[config.mk]
export PLATFORM = sky130hd
export DESIGN_NAME = pwr_mode_ctrl
export DESIGN_NICKNAME = d
export VERILOG_FILES = /design/src/rtl/pwr_mode_pkg.sv /design/src/rtl/pwr_req_hold.sv /design/src/rtl/pwr_seq_fsm.sv /design/src/rtl/pwr_out_dec.sv /design/src/rtl/pwr_mode_ctrl.sv
export SDC_FILE = /design/constraint.sdc
export NUM_CORES = 1
export LEC_CHECK = 0
export ABC_AREA = 1
export BUFFER_PORTS_ARGS = -buffer_cell sky130_fd_sc_hd__buf_2
export CAP_MARGIN = 20
export CORE_ASPECT_RATIO = 1.75
export CORE_UTILIZATION = 53
export CTS_CLUSTER_SIZE = 8
export DETAILED_ROUTE_END_ITERATION = 6
export PLACE_DENSITY = 0.82
export SETUP_SLACK_MARGIN = 0.02
export SLEW_MARGIN = 20
export SYNTH_ARGS = -nofsm -noshare
export SYNTH_HDL_FRONTEND = slang
export SYNTH_SLANG_ARGS = --single-unit
[constraint.sdc]
create_clock -name clk -period 2.15 [get_ports clk]
set_input_delay 0.3225 -clock clk [delete_from_list [all_inputs] [get_ports clk]]
set_output_delay 0.3225 -clock clk [all_outputs]
set_load 0.03 [all_outputs]
[src/rtl/pwr_mode_pkg.sv]
package pwr_mode_pkg;

   localparam int MODE_W   = 3;
   localparam int MAX_CODE = 4;

   typedef enum logic [MODE_W-1:0] {
      MODE_RUN  = 3'd0,
      MODE_WAIT = 3'd1,
      MODE_DOZE = 3'd2,
      MODE_RET  = 3'd3,
      MODE_HIB  = 3'd4
   } pmode_e;

   typedef enum logic [3:0] {
      SQ_RUN,
      SQ_WAIT,
      SQ_DOZE,
      SQ_RET_SRQ,
      SQ_RET,
      SQ_RET_VUP,
      SQ_RET_PLL,
      SQ_RET_CLK,
      SQ_HIB_GATE,
      SQ_HIB,
      SQ_HIB_PUP,
      SQ_HIB_PLL,
      SQ_HIB_RST
   } seq_e;

   // Actions requested from the surroundings in one sequencer step.
   typedef struct packed {
      logic core_clk;
      logic per_all;
      logic per_masked;
      logic pll;
      logic srf;
      logic lowv;
      logic pwr;
      logic cold;
   } act_t;

   function automatic logic seq_stable(input seq_e s);
      return (s == SQ_RUN) || (s == SQ_WAIT) || (s == SQ_DOZE) ||
             (s == SQ_RET) || (s == SQ_HIB);
   endfunction

   function automatic pmode_e seq_mode(input seq_e s);
      pmode_e m;
      case (s)
         SQ_WAIT:                       m = MODE_WAIT;
         SQ_DOZE:                       m = MODE_DOZE;
         SQ_RET, SQ_RET_VUP,
         SQ_RET_PLL, SQ_RET_CLK:        m = MODE_RET;
         SQ_HIB, SQ_HIB_PUP,
         SQ_HIB_PLL, SQ_HIB_RST:        m = MODE_HIB;
         default:                       m = MODE_RUN;
      endcase
      return m;
   endfunction

endpackage

[src/rtl/pwr_req_hold.sv]
module pwr_req_hold #(
   parameter int MODE_W   = 3,
   parameter int MAX_CODE = 4
) (
   input  logic              clk,
   input  logic              rst_n,
   input  logic              wr_valid,
   input  logic [MODE_W-1:0] wr_mode,
   input  logic              take,
   input  logic              reject,
   output logic              pend_valid,
   output logic [MODE_W-1:0] pend_mode,
   output logic              err_flag
);

   localparam logic [MODE_W-1:0] LAST_CODE = MODE_W'(MAX_CODE);

   logic code_ok;
   logic load;

   assign code_ok = (wr_mode <= LAST_CODE);
   assign load    = wr_valid && code_ok;

   // Single held slot: the newest valid write replaces an older one.
   always_ff @(posedge clk or negedge rst_n) begin
      if (!rst_n) begin
         pend_valid <= 1'b0;
         pend_mode  <= '0;
      end else if (load) begin
         pend_valid <= 1'b1;
         pend_mode  <= wr_mode;
      end else if (take) begin
         pend_valid <= 1'b0;
      end
   end

   // Sticky rejection flag, cleared by the next valid write.
   always_ff @(posedge clk or negedge rst_n) begin
      if (!rst_n) begin
         err_flag <= 1'b0;
      end else if (reject) begin
         err_flag <= 1'b1;
      end else if (load) begin
         err_flag <= 1'b0;
      end
   end

endmodule

[src/rtl/pwr_seq_fsm.sv]
module pwr_seq_fsm
   import pwr_mode_pkg::*;
#(
   parameter bit HIB_SUPPORT = 1'b1
) (
   input  logic              clk,
   input  logic              rst_n,
   input  logic              pend_valid,
   input  logic [MODE_W-1:0] pend_mode,
   input  logic              state_saved,
   input  logic              wake,
   input  logic              srf_ack,
   input  logic              vdd_good,
   input  logic              pll_lock,
   output seq_e              state_q,
   output logic              take,
   output logic              reject,
   output logic [MODE_W-1:0] mode_q
);

   seq_e nxt;
   logic hib_ok;

   generate
      if (HIB_SUPPORT) begin : g_hib
         assign hib_ok = state_saved;
      end else begin : g_no_hib
         logic unused_saved;
         assign unused_saved = state_saved;
         assign hib_ok       = 1'b0;
      end
   endgenerate

   always_comb begin
      nxt    = state_q;
      take   = 1'b0;
      reject = 1'b0;
      unique case (state_q)
         SQ_RUN: begin
            if (pend_valid) begin
               take = 1'b1;
               case (pmode_e'(pend_mode))
                  MODE_WAIT: nxt = SQ_WAIT;
                  MODE_DOZE: nxt = SQ_DOZE;
                  MODE_RET:  nxt = SQ_RET_SRQ;
                  MODE_HIB: begin
                     if (hib_ok) nxt    = SQ_HIB_GATE;
                     else        reject = 1'b1;
                  end
                  default: ;
               endcase
            end
         end
         SQ_WAIT, SQ_DOZE: begin
            if (wake) nxt = SQ_RUN;
         end
         SQ_RET_SRQ: begin
            if (wake)         nxt = SQ_RUN;
            else if (srf_ack) nxt = SQ_RET;
         end
         SQ_RET: begin
            if (wake) nxt = SQ_RET_VUP;
         end
         SQ_RET_VUP: begin
            if (vdd_good) nxt = SQ_RET_PLL;
         end
         SQ_RET_PLL: begin
            if (pll_lock) nxt = SQ_RET_CLK;
         end
         SQ_RET_CLK: nxt = SQ_RUN;
         SQ_HIB_GATE: begin
            nxt = wake ? SQ_RUN : SQ_HIB;
         end
         SQ_HIB: begin
            if (wake) nxt = SQ_HIB_PUP;
         end
         SQ_HIB_PUP: begin
            if (vdd_good) nxt = SQ_HIB_PLL;
         end
         SQ_HIB_PLL: begin
            if (pll_lock) nxt = SQ_HIB_RST;
         end
         SQ_HIB_RST: nxt = SQ_RUN;
         default:    nxt = SQ_RUN;
      endcase
   end

   always_ff @(posedge clk or negedge rst_n) begin
      if (!rst_n) begin
         state_q <= SQ_RUN;
      end else begin
         state_q <= nxt;
      end
   end

   // Reported mode moves only when a stable mode is reached.
   always_ff @(posedge clk or negedge rst_n) begin
      if (!rst_n) begin
         mode_q <= MODE_W'(MODE_RUN);
      end else if (seq_stable(nxt)) begin
         mode_q <= MODE_W'(seq_mode(nxt));
      end
   end

endmodule

[src/rtl/pwr_out_dec.sv]
module pwr_out_dec
   import pwr_mode_pkg::*;
#(
   parameter int NUM_PERIPH = 4
) (
   input  seq_e                  state,
   input  logic [NUM_PERIPH-1:0] gate_mask,
   output logic                  core_clk_en,
   output logic [NUM_PERIPH-1:0] periph_clk_en,
   output logic                  pll_en,
   output logic                  srf_req,
   output logic                  low_vdd_req,
   output logic                  main_pwr_en,
   output logic                  cold_rst
);

   act_t act;

   always_comb begin
      act = '0;
      unique case (state)
         SQ_RUN:      act = '{core_clk:1'b1, per_all:1'b1, per_masked:1'b0, pll:1'b1,
                              srf:1'b0, lowv:1'b0, pwr:1'b1, cold:1'b0};
         SQ_WAIT:     act = '{core_clk:1'b0, per_all:1'b1, per_masked:1'b0, pll:1'b1,
                              srf:1'b0, lowv:1'b0, pwr:1'b1, cold:1'b0};
         SQ_DOZE:     act = '{core_clk:1'b0, per_all:1'b0, per_masked:1'b1, pll:1'b1,
                              srf:1'b0, lowv:1'b0, pwr:1'b1, cold:1'b0};
         SQ_RET_SRQ:  act = '{core_clk:1'b1, per_all:1'b1, per_masked:1'b0, pll:1'b1,
                              srf:1'b1, lowv:1'b0, pwr:1'b1, cold:1'b0};
         SQ_RET:      act = '{core_clk:1'b0, per_all:1'b0, per_masked:1'b0, pll:1'b0,
                              srf:1'b1, lowv:1'b1, pwr:1'b1, cold:1'b0};
         SQ_RET_VUP:  act = '{core_clk:1'b0, per_all:1'b0, per_masked:1'b0, pll:1'b0,
                              srf:1'b1, lowv:1'b0, pwr:1'b1, cold:1'b0};
         SQ_RET_PLL:  act = '{core_clk:1'b0, per_all:1'b0, per_masked:1'b0, pll:1'b1,
                              srf:1'b1, lowv:1'b0, pwr:1'b1, cold:1'b0};
         SQ_RET_CLK:  act = '{core_clk:1'b1, per_all:1'b1, per_masked:1'b0, pll:1'b1,
                              srf:1'b1, lowv:1'b0, pwr:1'b1, cold:1'b0};
         SQ_HIB_GATE: act = '{core_clk:1'b0, per_all:1'b0, per_masked:1'b0, pll:1'b0,
                              srf:1'b0, lowv:1'b0, pwr:1'b1, cold:1'b0};
         SQ_HIB:      act = '0;
         SQ_HIB_PUP:  act = '{core_clk:1'b0, per_all:1'b0, per_masked:1'b0, pll:1'b0,
                              srf:1'b0, lowv:1'b0, pwr:1'b1, cold:1'b0};
         SQ_HIB_PLL:  act = '{core_clk:1'b0, per_all:1'b0, per_masked:1'b0, pll:1'b1,
                              srf:1'b0, lowv:1'b0, pwr:1'b1, cold:1'b0};
         SQ_HIB_RST:  act = '{core_clk:1'b1, per_all:1'b1, per_masked:1'b0, pll:1'b1,
                              srf:1'b0, lowv:1'b0, pwr:1'b1, cold:1'b1};
         default:     act = '{core_clk:1'b1, per_all:1'b1, per_masked:1'b0, pll:1'b1,
                              srf:1'b0, lowv:1'b0, pwr:1'b1, cold:1'b0};
      endcase
   end

   generate
      for (genvar i = 0; i < NUM_PERIPH; i++) begin : g_per
         assign periph_clk_en[i] = act.per_all | (act.per_masked & ~gate_mask[i]);
      end
   endgenerate

   assign core_clk_en = act.core_clk;
   assign pll_en      = act.pll;
   assign srf_req     = act.srf;
   assign low_vdd_req = act.lowv;
   assign main_pwr_en = act.pwr;
   assign cold_rst    = act.cold;

endmodule

[src/rtl/pwr_mode_ctrl.sv]
module pwr_mode_ctrl
   import pwr_mode_pkg::*;
#(
   parameter int NUM_PERIPH  = 4,
   parameter bit HIB_SUPPORT = 1'b1
) (
   input  logic                  clk,
   input  logic                  rst_n,
   input  logic                  req_valid_i,
   input  logic [2:0]            req_mode_i,
   input  logic                  mask_we_i,
   input  logic [NUM_PERIPH-1:0] mask_i,
   input  logic                  state_saved_i,
   input  logic                  wake_i,
   input  logic                  srf_ack_i,
   input  logic                  vdd_good_i,
   input  logic                  pll_lock_i,
   output logic                  core_clk_en_o,
   output logic [NUM_PERIPH-1:0] periph_clk_en_o,
   output logic                  pll_en_o,
   output logic                  srf_req_o,
   output logic                  low_vdd_req_o,
   output logic                  main_pwr_en_o,
   output logic                  cold_rst_o,
   output logic [2:0]            mode_o,
   output logic                  busy_o,
   output logic                  err_o
);

   generate
      if (NUM_PERIPH < 1 || NUM_PERIPH > 64) begin : g_bad_np
         $error("pwr_mode_ctrl: NUM_PERIPH must lie in 1..64");
      end
   endgenerate

   logic                  pend_valid;
   logic [MODE_W-1:0]     pend_mode;
   logic                  take;
   logic                  reject;
   seq_e                  state;
   logic [NUM_PERIPH-1:0] gate_mask_q;

   always_ff @(posedge clk or negedge rst_n) begin
      if (!rst_n) begin
         gate_mask_q <= '0;
      end else if (mask_we_i) begin
         gate_mask_q <= mask_i;
      end
   end

   pwr_req_hold #(
      .MODE_W   (MODE_W),
      .MAX_CODE (MAX_CODE)
   ) u_hold (
      .clk        (clk),
      .rst_n      (rst_n),
      .wr_valid   (req_valid_i),
      .wr_mode    (req_mode_i),
      .take       (take),
      .reject     (reject),
      .pend_valid (pend_valid),
      .pend_mode  (pend_mode),
      .err_flag   (err_o)
   );

   pwr_seq_fsm #(
      .HIB_SUPPORT (HIB_SUPPORT)
   ) u_fsm (
      .clk         (clk),
      .rst_n       (rst_n),
      .pend_valid  (pend_valid),
      .pend_mode   (pend_mode),
      .state_saved (state_saved_i),
      .wake        (wake_i),
      .srf_ack     (srf_ack_i),
      .vdd_good    (vdd_good_i),
      .pll_lock    (pll_lock_i),
      .state_q     (state),
      .take        (take),
      .reject      (reject),
      .mode_q      (mode_o)
   );

   pwr_out_dec #(
      .NUM_PERIPH (NUM_PERIPH)
   ) u_dec (
      .state         (state),
      .gate_mask     (gate_mask_q),
      .core_clk_en   (core_clk_en_o),
      .periph_clk_en (periph_clk_en_o),
      .pll_en        (pll_en_o),
      .srf_req       (srf_req_o),
      .low_vdd_req   (low_vdd_req_o),
      .main_pwr_en   (main_pwr_en_o),
      .cold_rst      (cold_rst_o)
   );

   assign busy_o = !seq_stable(state);

endmodule

==> flow_summary.json, run 1 <==
{
  "status": "finished clean",
  "synthMuxAreaShare_pct": 5.41,
  "clock_latency_ns": 0.28,
  "worstPathRequired_ns": 1.83,
  "dr.pass1.iters": 4,
  "dp_hpwl_um": 2330,
  "root_buffer": "clkbuf_4",
  "antenna_cells": 0,
  "yosysWarnings": 0,
  "path_cells": "inv_1 > ha_1 > inv_1 > a21oi_2 > a221oi_1 > buf_2",
  "routabilityCongestion": 0.848,
  "r2r_end": "u_fsm.mode_q[0]",
  "die_w_um": 38.7,
  "p_total_mw": 1.82,
  "arrival_ns": 1.70,
  "synthAdderAreaFrac_pct": 4.00,
  "worst_r2r_path_depth": 13,
  "dieArea_mm2": 0.00256,
  "worst_pin_slew_ns": 0.333,
  "grt_pass1_wl_um": 4460,
  "rsz0062_at_grt": "false",
  "min_period_ns": 2.03,
  "core.rowCount": 22,
  "hold_viol_final": 0,
  "critPathSlowestCell": "dfrtp_1",
  "htree_levels": 1,
  "synth-seq-cells": 16,
  "hold_class": "in -> reg",
  "powerDensity_mw_per_mm2": 1250,
  "synth_edf_count": 0,
  "vdd_drop_max_v": 0.000696,
  "intPower_mw": 0.811,
  "slew_violations": 0,
  "wl_per_cell_um": 13.2,
  "switching_power_mw": 1.00,
  "cts_setup_buffers": 0,
  "finalWirelength_um": 2930,
  "p_seq_share_pct": 26.1,
  "swShare_pct": 55.3,
  "fin_util_pct": 67.6,
  "synth_xor_area_share_pct": 0,
  "p_leak_nw": 0.798,
  "grt_pass1_vias": 1136,
  "r2r-start": "u_fsm.state_q[1]",
  "drcViolationCount": 0,
  "nets": 220,
  "clock_skew_ns": 0.00462,
  "worstSetupPathType": "reg -> out",
  "syn_inst": 165,
  "setup_tns_ns": 0,
  "drt_iter0_markers": 23,
  "syn-num-nets": 185,
  "clkPwrFrac_pct": 8.0,
  "antenna_found_initial": 0,
  "cts_num_sinks": 16,
  "grt_max_degree": 17,
  "stdcell_count": 222,
  "wl_met3_um": 73,
  "worst_path_most_repeated_cell": "inv_1",
  "netlist_area_mm2": 0.00125,
  "vias_per_cell": 5.63,
  "r2r_slack_ns": 0.18,
  "grt_usage_pct": 24.7,
  "placedCellCount": 218,
  "initial_core_util_pct": 58.2,
  "slew_headroom_pct": 77.6,
  "ys_types": 24,
  "cp-start-kind": "flop",
  "synth_top_family_by_area": "simple AND/OR/NAND/NOR gates",
  "coreArea_mm2": 0.00215,
  "min_path_cells": 2,
  "grt-ovfl-total": 0,
  "wl_met2_um": 1690,
  "wl_met1_um": 1130,
  "cp_max_fo": 4,
  "portBuffers": 30,
  "comb_power_share_pct": 65.9,
  "clk_pin_slew_ns": 0.08,
  "async_flop_share_pct": 100,
  "drtAntennaViolNets": 0,
  "ios": 31,
  "worstHoldStart": "mask_i[2]",
  "top_layer_used": "met4",
  "yosysSeqAreaShare_pct": 32.0,
  "hold_end": "gate_mask_q[2]",
  "cts_tree": "done",
  "final_cell_mix": "nand2_1, buf_2, nor2_1",
  "synth_compound_area_share_pct": 11.4,
  "syn_avg_cell_area_um2": 7.58,
  "die_y_um": 66.2,
  "slowest_delay_ns": 0.43,
  "synthFlopType": "dfrtp_1",
  "final_common_cell": "nand2_1",
  "fin_crit_sh_pct": 94.2,
  "drv_cap": 0,
  "num_vias": 1250,
  "cts_max_path_buffers": 2,
  "yosys.area_share.simple_pct": 38.6,
  "finalSetupViolations": 0,
  "max_freq_mhz": 494,
  "end_kind": "output port",
  "drive_gt1_share_pct": 35.4,
  "cts_made_buffers": 3,
  "layout-area-overhead-vs-synth_pct": 16.1
}
worst max-delay path: cells and delay by family (launching register included):
| kind | cells | cell delay (ns) |
|---|---|---|
| buffers and inverters | 3 | 0.45 |
| flip-flops | 1 | 0.43 |
| adder cells (fa/ha/maj) | 1 | 0.29 |
| AO/OA/AOI/OAI | 2 | 0.26 |
stage by stage:
stage / instance area (µm²) / setup slack (ns) / hold slack (ns)
finish: 1450 / 0.124 / 0.278
global route: 1450 / 0.0305 / 0.270
CTS: 1450 / 0.0441 / 0.268
detailed placement: 1420 / 0.170 / 0.245
global placement: 1420 / 0.226 / 0.246
floorplan: 1250 / 0.128 / 0.0269
flip-flops by register name, indices dropped and copies added, names as in the netlist:
register,cells
u_hold.err_flag,1
u_fsm.mode_q,3
gate_mask_q,4
u_fsm.state_q,4
u_hold.pend_valid,1
u_hold.pend_mode,3
synthesized netlist by cell type, types with 2 or more instances:
cell | count | share of area (%)
a21oi_1 | 8 | 3.2
a21oi_2 | 2 | 1.4
buf_6 | 2 | 1.8
dfrtp_1 | 16 | 32
ha_1 | 4 | 4.0
inv_1 | 15 | 4.5
mux2_2 | 6 | 5.4
nand2_1 | 39 | 12
nand2_2 | 5 | 2.5
nand3_1 | 9 | 3.6
nand3_2 | 9 | 7.2
nand3b_1 | 2 | 1.2
nand4_1 | 4 | 2.0
nor2_1 | 19 | 5.7
nor2_2 | 4 | 2.0
nor2_4 | 3 | 2.7
o21ai_0 | 11 | 4.4
power by group through the flow:
| stage | Combinational, mW | Sequential (mW) | Clock, mW |
|---|---|---|---|
| after floorplan | 0.916 | 0.463 | 0 |
| final | 1.20 | 0.474 | 0.145 |
| after detailed placement | 1.18 | 0.474 | 0 |
| after CTS | 1.20 | 0.468 | 0.153 |
| after global placement | 1.16 | 0.470 | 0 |
| after global routing | 1.30 | 0.479 | 0.164 |
per-layer routing:
layer,GRT usage [%],up-vias
met5,0,-
met4,14.2,0
met3,2.69,4
met2,46.3,33
met1,23.7,601
li1,-,612
repair_timing:
| item | 4_1_cts | 5_1_grt |
|---|---|---|
| setup endpoints to repair | 1 | 5 |
| endpoints found under the hold margin | 16 | 0 |
| hold buffers | 1 | 0 |
| gates resized for setup | 1 | 2 |
| pin swaps | 0 | 0 |
final cells by class:
class | count | area, µm²
fillers | 186 | 696
flip-flops and latches | 16 | 404
inverters | 19 | 83.8
repair buffers | 32 | 168
clock buffers | 3 | 22.5
multi-input cells | 128 | 743
well taps | 24 | 30.0
how the worst max path moves through the flow:
stage	from	end	slack (ns)
2_1_floorplan	u_fsm.state_q[0]	busy_o	0.13
3_3_place_gp	u_fsm.state_q[1]	u_fsm.mode_q[1]	0.23
3_5_place_dp	u_fsm.state_q[1]	u_fsm.mode_q[0]	0.17
4_1_cts	u_fsm.state_q[1]	busy_o	0.04
5_1_grt	u_fsm.state_q[1]	busy_o	0.03
6_report	u_fsm.state_q[0]	busy_o	0.12
cells by family after synthesis:
family	after synthesis
mux	6
fa+ha+maj	4
simple gates	94
compound gates	24
flops	16
buf+inv	21
No activity file was read; power rests on OpenSTA's default activity.
==> run 2: changes to the inputs <==
CELL_PAD_IN_SITES_DETAIL_PLACEMENT = 1   (was default)
CELL_PAD_IN_SITES_GLOBAL_PLACEMENT = 2   (was default)
CORE_UTILIZATION = 29   (was 53)
PLACE_DENSITY = 0.81   (was 0.82)
==> flow_summary.json, run 2 (synthesized netlist as in run 1, its figures left out) <==
{
  "ios": 31,
  "drt_iter0_markers": 14,
  "grt_usage_pct": 18.5,
  "portBuffers": 30,
  "status": "finished clean",
  "die_y_um": 88.9,
  "cts_num_sinks": 16,
  "fin_util_pct": 36.6,
  "worstPathRequired_ns": 1.83,
  "placedCellCount": 245,
  "vdd_drop_max_v": 0.000601,
  "nets": 222,
  "clock_skew_ns": 0.00408,
  "final_common_cell": "nand2_1",
  "cts_setup_buffers": 0,
  "p_total_mw": 1.96,
  "hold_viol_final": 0,
  "p_leak_nw": 0.815,
  "clk_pin_slew_ns": 0.07,
  "powerDensity_mw_per_mm2": 1290,
  "layout-area-overhead-vs-synth_pct": 21.4,
  "drive_gt1_share_pct": 36.0,
  "wl_per_cell_um": 14.9,
  "dp_hpwl_um": 3080,
  "final_cell_mix": "nand2_1, buf_2, nor2_1",
  "root_buffer": "clkbuf_8",
  "finalSetupViolations": 0,
  "drtAntennaViolNets": 0,
  "fin_crit_sh_pct": 94.9,
  "hold_class": "in -> reg",
  "antenna_cells": 0,
  "setup_ws_ns": 0.109,
  "worst_pin_slew_ns": 0.385,
  "cp_max_fo": 8,
  "slew_headroom_pct": 74.4,
  "drv_cap": 0,
  "grt_pass1_vias": 1372,
  "arrival_ns": 1.72,
  "stdcell_count": 249,
  "setup_tns_ns": 0,
  "vias_per_cell": 5.02,
  "cp-start-kind": "flop",
  "dieArea_mm2": 0.00459,
  "clock_latency_ns": 0.25,
  "initial_core_util_pct": 30.1,
  "drcViolationCount": 0,
  "reg_top3": "gate_mask_q (4), u_fsm.state_q (4)",
  "cts_tree": "done",
  "die_w_um": 51.6,
  "core.rowCount": 31,
  "dp_slack_ns": 0.145,
  "antenna_found_initial": 0,
  "num_vias": 1251,
  "grt_max_degree": 17,
  "routabilityCongestion": 0.821,
  "max_freq_mhz": 490,
  "dr.pass1.iters": 4,
  "cts_made_buffers": 3,
  "grt-ovfl-total": 0,
  "worstSetupPathType": "reg -> out",
  "htree_levels": 1,
  "cts_max_path_buffers": 2,
  "coreArea_mm2": 0.00415,
  "min_period_ns": 2.04,
  "end_kind": "output port",
  "finalWirelength_um": 3720,
  "slew_violations": 0,
  "grt_pass1_wl_um": 6280
}
==> run 2: cell count changes in the layout (fill, tap and decap cells not counted), sizes merged <==
| cell | previous run | this run |
|---|---|---|
| buf | 31 | 33 |
==> run 2: per-stage QoR <==
| step | instance area, µm² | hold WS [ns] |
|---|---|---|
| CTS | 1510 | 0.297 |
| detailed placement | 1460 | 0.268 |
| finish | 1520 | 0.300 |
| global route | 1520 | 0.308 |
| global placement | 1460 | 0.255 |
| floorplan | 1250 | 0.0269 |
==> run 2: worst max-delay path, stage by stage, from the launching register on <==
cell	delay, ns
dfrtp_1	0.38
buf_4	0.17
ha_1	0.27
inv_1	0.11
a21oi_2	0.08
a221oi_1	0.21
buf_2	0.25
==> run 2: power by group <==
part | total, mW | internal, mW | switching (mW) | leakage (nW)
clock | 0.231 | 0.125 | 0.107 | 0.0216
sequential | 0.457 | 0.373 | 0.0841 | 0.197
combinational | 1.27 | 0.399 | 0.874 | 0.596
==> run 2: worst paths after layout <==
| path | depth (start not counted) | slack [ns] | from | endpoint |
|---|---|---|---|---|
| max | 6 | 0.11 | u_fsm.state_q[0] | busy_o |
| min | 2 | 0.30 | mask_i[1] | gate_mask_q[1] |
| max reg2reg | 11 | 0.15 | u_fsm.state_q[0] | u_fsm.mode_q[0] |
| min reg2reg | 1 | 0.50 | gate_mask_q[1] | gate_mask_q[1] |
| max in group asynchronous | 2 | 1.34 | rst_n | u_fsm.state_q[3] |
| min in group asynchronous | 2 | 0.51 | rst_n | u_fsm.mode_q[0] |
==> run 2: timing repair <==
item	4_1_cts	5_1_grt
hold buffers	1	0
gates resized for setup	1	2
endpoints found under the setup margin	2	6
hold endpoints to repair	16	0
==> run 2: cell type report <==
class,instances,area (µm²)
Tap cell,49,61.3
Inverter,19,83.8
Multi-Input combinational cell,128,746
Clock buffer,3,41.3
Timing Repair Buffer,34,183
Sequential cell,16,403
Fill cell,540,2630
==> run 2: routing by layer <==
layer  track usage (%)  vias to the layer above  share of wire [%]
met2              36.6                       40                 57
met3              2.23                       13                3.4
met1              17.9                      588                 36
met5                 0                        -                  0
li1                  -                      610                  -
met4              9.34                        0                3.5
==> run 3: changes to the inputs <==
ABC_AREA = 0   (was 1)
CORE_UTILIZATION = 30   (was 29)
==> flow_summary.json, run 3 <==
{
  "status": "complete, but fails checks",
  "violations": "negative setup slack",
  "grt_pass1_wl_um": 6400,
  "synthMuxAreaShare_pct": 6.49,
  "cts_max_path_buffers": 2,
  "p_seq_share_pct": 19.7,
  "cts_num_sinks": 16,
  "rsz0062_at_grt": "true",
  "layout-area-overhead-vs-synth_pct": 46.7,
  "switching_power_mw": 0.960,
  "finalWirelength_um": 3860,
  "hold_class": "in -> reg",
  "root_buffer": "clkbuf_8",
  "synth_edf_count": 0,
  "comb_power_share_pct": 68.1,
  "r2r_end": "u_fsm.mode_q[0]",
  "drt_iter0_markers": 15,
  "antenna_found_initial": 0,
  "synthAdderAreaFrac_pct": 4.12,
  "die_w_um": 50.1,
  "clock_latency_ns": 0.25,
  "worstSetupPathType": "reg -> reg",
  "drv_cap": 0,
  "synth-seq-cells": 16,
  "reg_top3": "gate_mask_q (4), u_fsm.state_q (4)",
  "nets": 218,
  "wl_per_cell_um": 15.7,
  "syn-num-nets": 161,
  "hold_end": "gate_mask_q[2]",
  "yosysTopAreaCell": "dfrtp_1",
  "core.rowCount": 30,
  "min_path_cells": 2,
  "cts_made_buffers": 3,
  "p_leak_nw": 0.829,
  "yosysWarnings": 0,
  "syn_inst": 141,
  "r2r_slack_ns": -0.06,
  "antenna_cells": 0,
  "num_vias": 1286,
  "intPower_mw": 1.21,
  "clkPwrFrac_pct": 12.2,
  "vdd_drop_max_v": 0.000641,
  "synthTopCellsByArea": "dfrtp_1, a21oi_1, mux2_2, o21ai_0, nand2_1",
  "cp-start-kind": "flop",
  "dieArea_mm2": 0.00431,
  "fin_crit_sh_pct": 103,
  "final_common_cell": "buf_4",
  "grt_max_degree": 17,
  "stdcell_count": 245,
  "final_cell_mix": "buf_4, buf_2, dfrtp_1",
  "dr.pass1.iters": 4,
  "r2r-start": "u_fsm.state_q[1]",
  "portBuffers": 30,
  "drive_gt1_share_pct": 51.8,
  "finalSetupViolations": 3,
  "yosys.area_share.simple_pct": 22.7,
  "syn_avg_cell_area_um2": 8.61,
  "setup_ws_ns": -0.0554,
  "ys_types": 41,
  "synthFlopType": "dfrtp_1",
  "netlist_area_mm2": 0.00121,
  "slew_headroom_pct": 71.7,
  "ios": 31,
  "fin_util_pct": 46.1,
  "clock_skew_ns": 0.000974,
  "htree_levels": 1,
  "grt_pass1_vias": 1348,
  "die_y_um": 86.1,
  "yosys.area.top_type_share_pct": 33.0,
  "synth_xor_area_share_pct": 0,
  "placedCellCount": 228,
  "dp_hpwl_um": 2890,
  "grt-ovfl-total": 0,
  "routabilityCongestion": 0.874,
  "slew_violations": 0,
  "worstHoldStart": "mask_i[2]",
  "yosysSeqAreaShare_pct": 33.0,
  "min_period_ns": 2.21,
  "max_freq_mhz": 453,
  "hold_viol_final": 0,
  "synth_top_family_by_area": "compound AO/OA/AOI/OAI gates",
  "worstPathRequired_ns": 2.31,
  "coreArea_mm2": 0.00387,
  "swShare_pct": 44.2,
  "drcViolationCount": 0,
  "cts_tree": "done",
  "clk_pin_slew_ns": 0.06,
  "vias_per_cell": 5.25,
  "worst_r2r_path_depth": 8,
  "powerDensity_mw_per_mm2": 1220,
  "cp_max_fo": 5,
  "initial_core_util_pct": 31.4,
  "drtAntennaViolNets": 0,
  "async_flop_share_pct": 100,
  "synth_compound_area_share_pct": 25.6,
  "arrival_ns": 2.36,
  "grt_usage_pct": 19.6,
  "worst_pin_slew_ns": 0.424,
  "end_kind": "flop",
  "synth_top_cells_by_count": "a21oi_1, dfrtp_1, nand2_1"
}
run 3: worst max-delay path, stage by stage, from the launching register on:
cell       delay (ns)
dfrtp_2          0.46
buf_4            0.16
ha_4             0.17
a32oi_2          0.22
o31ai_4          0.13
a2111oi_4        0.50
buf_4            0.20
a21oi_2          0.05
nor4_2           0.23
run 3: power by group through the flow:
| stage | combinational [mW] | clock (mW) | sequential, mW |
|---|---|---|---|
| after detailed placement | 1.14 | 0 | 0.437 |
| after global placement | 1.12 | 0 | 0.429 |
| after floorplan | 0.799 | 0 | 0.444 |
| after global routing | 1.59 | 0.278 | 0.438 |
| final | 1.48 | 0.264 | 0.428 |
| after CTS | 1.36 | 0.273 | 0.426 |
run 3: area by class of cell:
class	count	area, µm²
clock buffer	4	55.1
fill	492	2090
timing repair buffer	60	398
inverter	12	50.0
sequential	16	404
multi-input combinational	105	813
tap	48	60.1
run 3: logic make-up (layout without fill, tap and decap cells):
logic type | after synthesis | after routing
AOI/OAI and AO/OA | 45 | 45
adders and majority gates | 4 | 4
muxes | 7 | 7
and+or+nand+nor | 49 | 49
DFF | 16 | 16
buffers and inverters | 20 | 76
run 3: metrics by stage:
step | TNS [ns] | hold WS [ns] | total power [mW] | setup slack, ns | instance area (µm²)
6_report | -0.134 | 0.300 | 2.17 | -0.0554 | 1780
5_1_grt | -0.422 | 0.308 | 2.31 | -0.188 | 1780
4_1_cts | -0.0988 | 0.297 | 2.06 | -0.0517 | 1710
3_5_place_dp | -0.244 | 0.256 | 1.58 | -0.108 | 1520
3_3_place_gp | 0 | 0.248 | 1.55 | 0.0105 | 1520
2_1_floorplan | -0.132 | 0.0269 | 1.24 | -0.0747 | 1240
run 3: repair_timing:
action                     4_1_cts  5_1_grt
pin swaps                       11       10
buffers inserted                10        2
gates resized for setup         15       18
hold endpoints to repair        16        0
setup endpoints to repair        4        8
hold buffers                     1        0
run 3: per-layer routing:
metal,GRT usage (%),part of all wire (%),wire [µm]
met1,19.4,37,1420
met2,39.3,59,2260
met3,1.77,2.2,83
met4,8.05,2.4,94
met5,0,0,0
run 3: worst max-delay path by stage:
stage	endpoint	depth (start not counted)	start
after floorplan	u_fsm.mode_q[0]	11	u_fsm.state_q[1]
after global routing	u_fsm.mode_q[0]	8	u_fsm.state_q[1]
final	u_fsm.mode_q[0]	8	u_fsm.state_q[1]
after global placement	u_fsm.mode_q[2]	8	u_fsm.state_q[0]
after CTS	u_fsm.mode_q[0]	8	u_fsm.state_q[0]
after detailed placement	u_fsm.mode_q[0]	9	u_fsm.state_q[0]
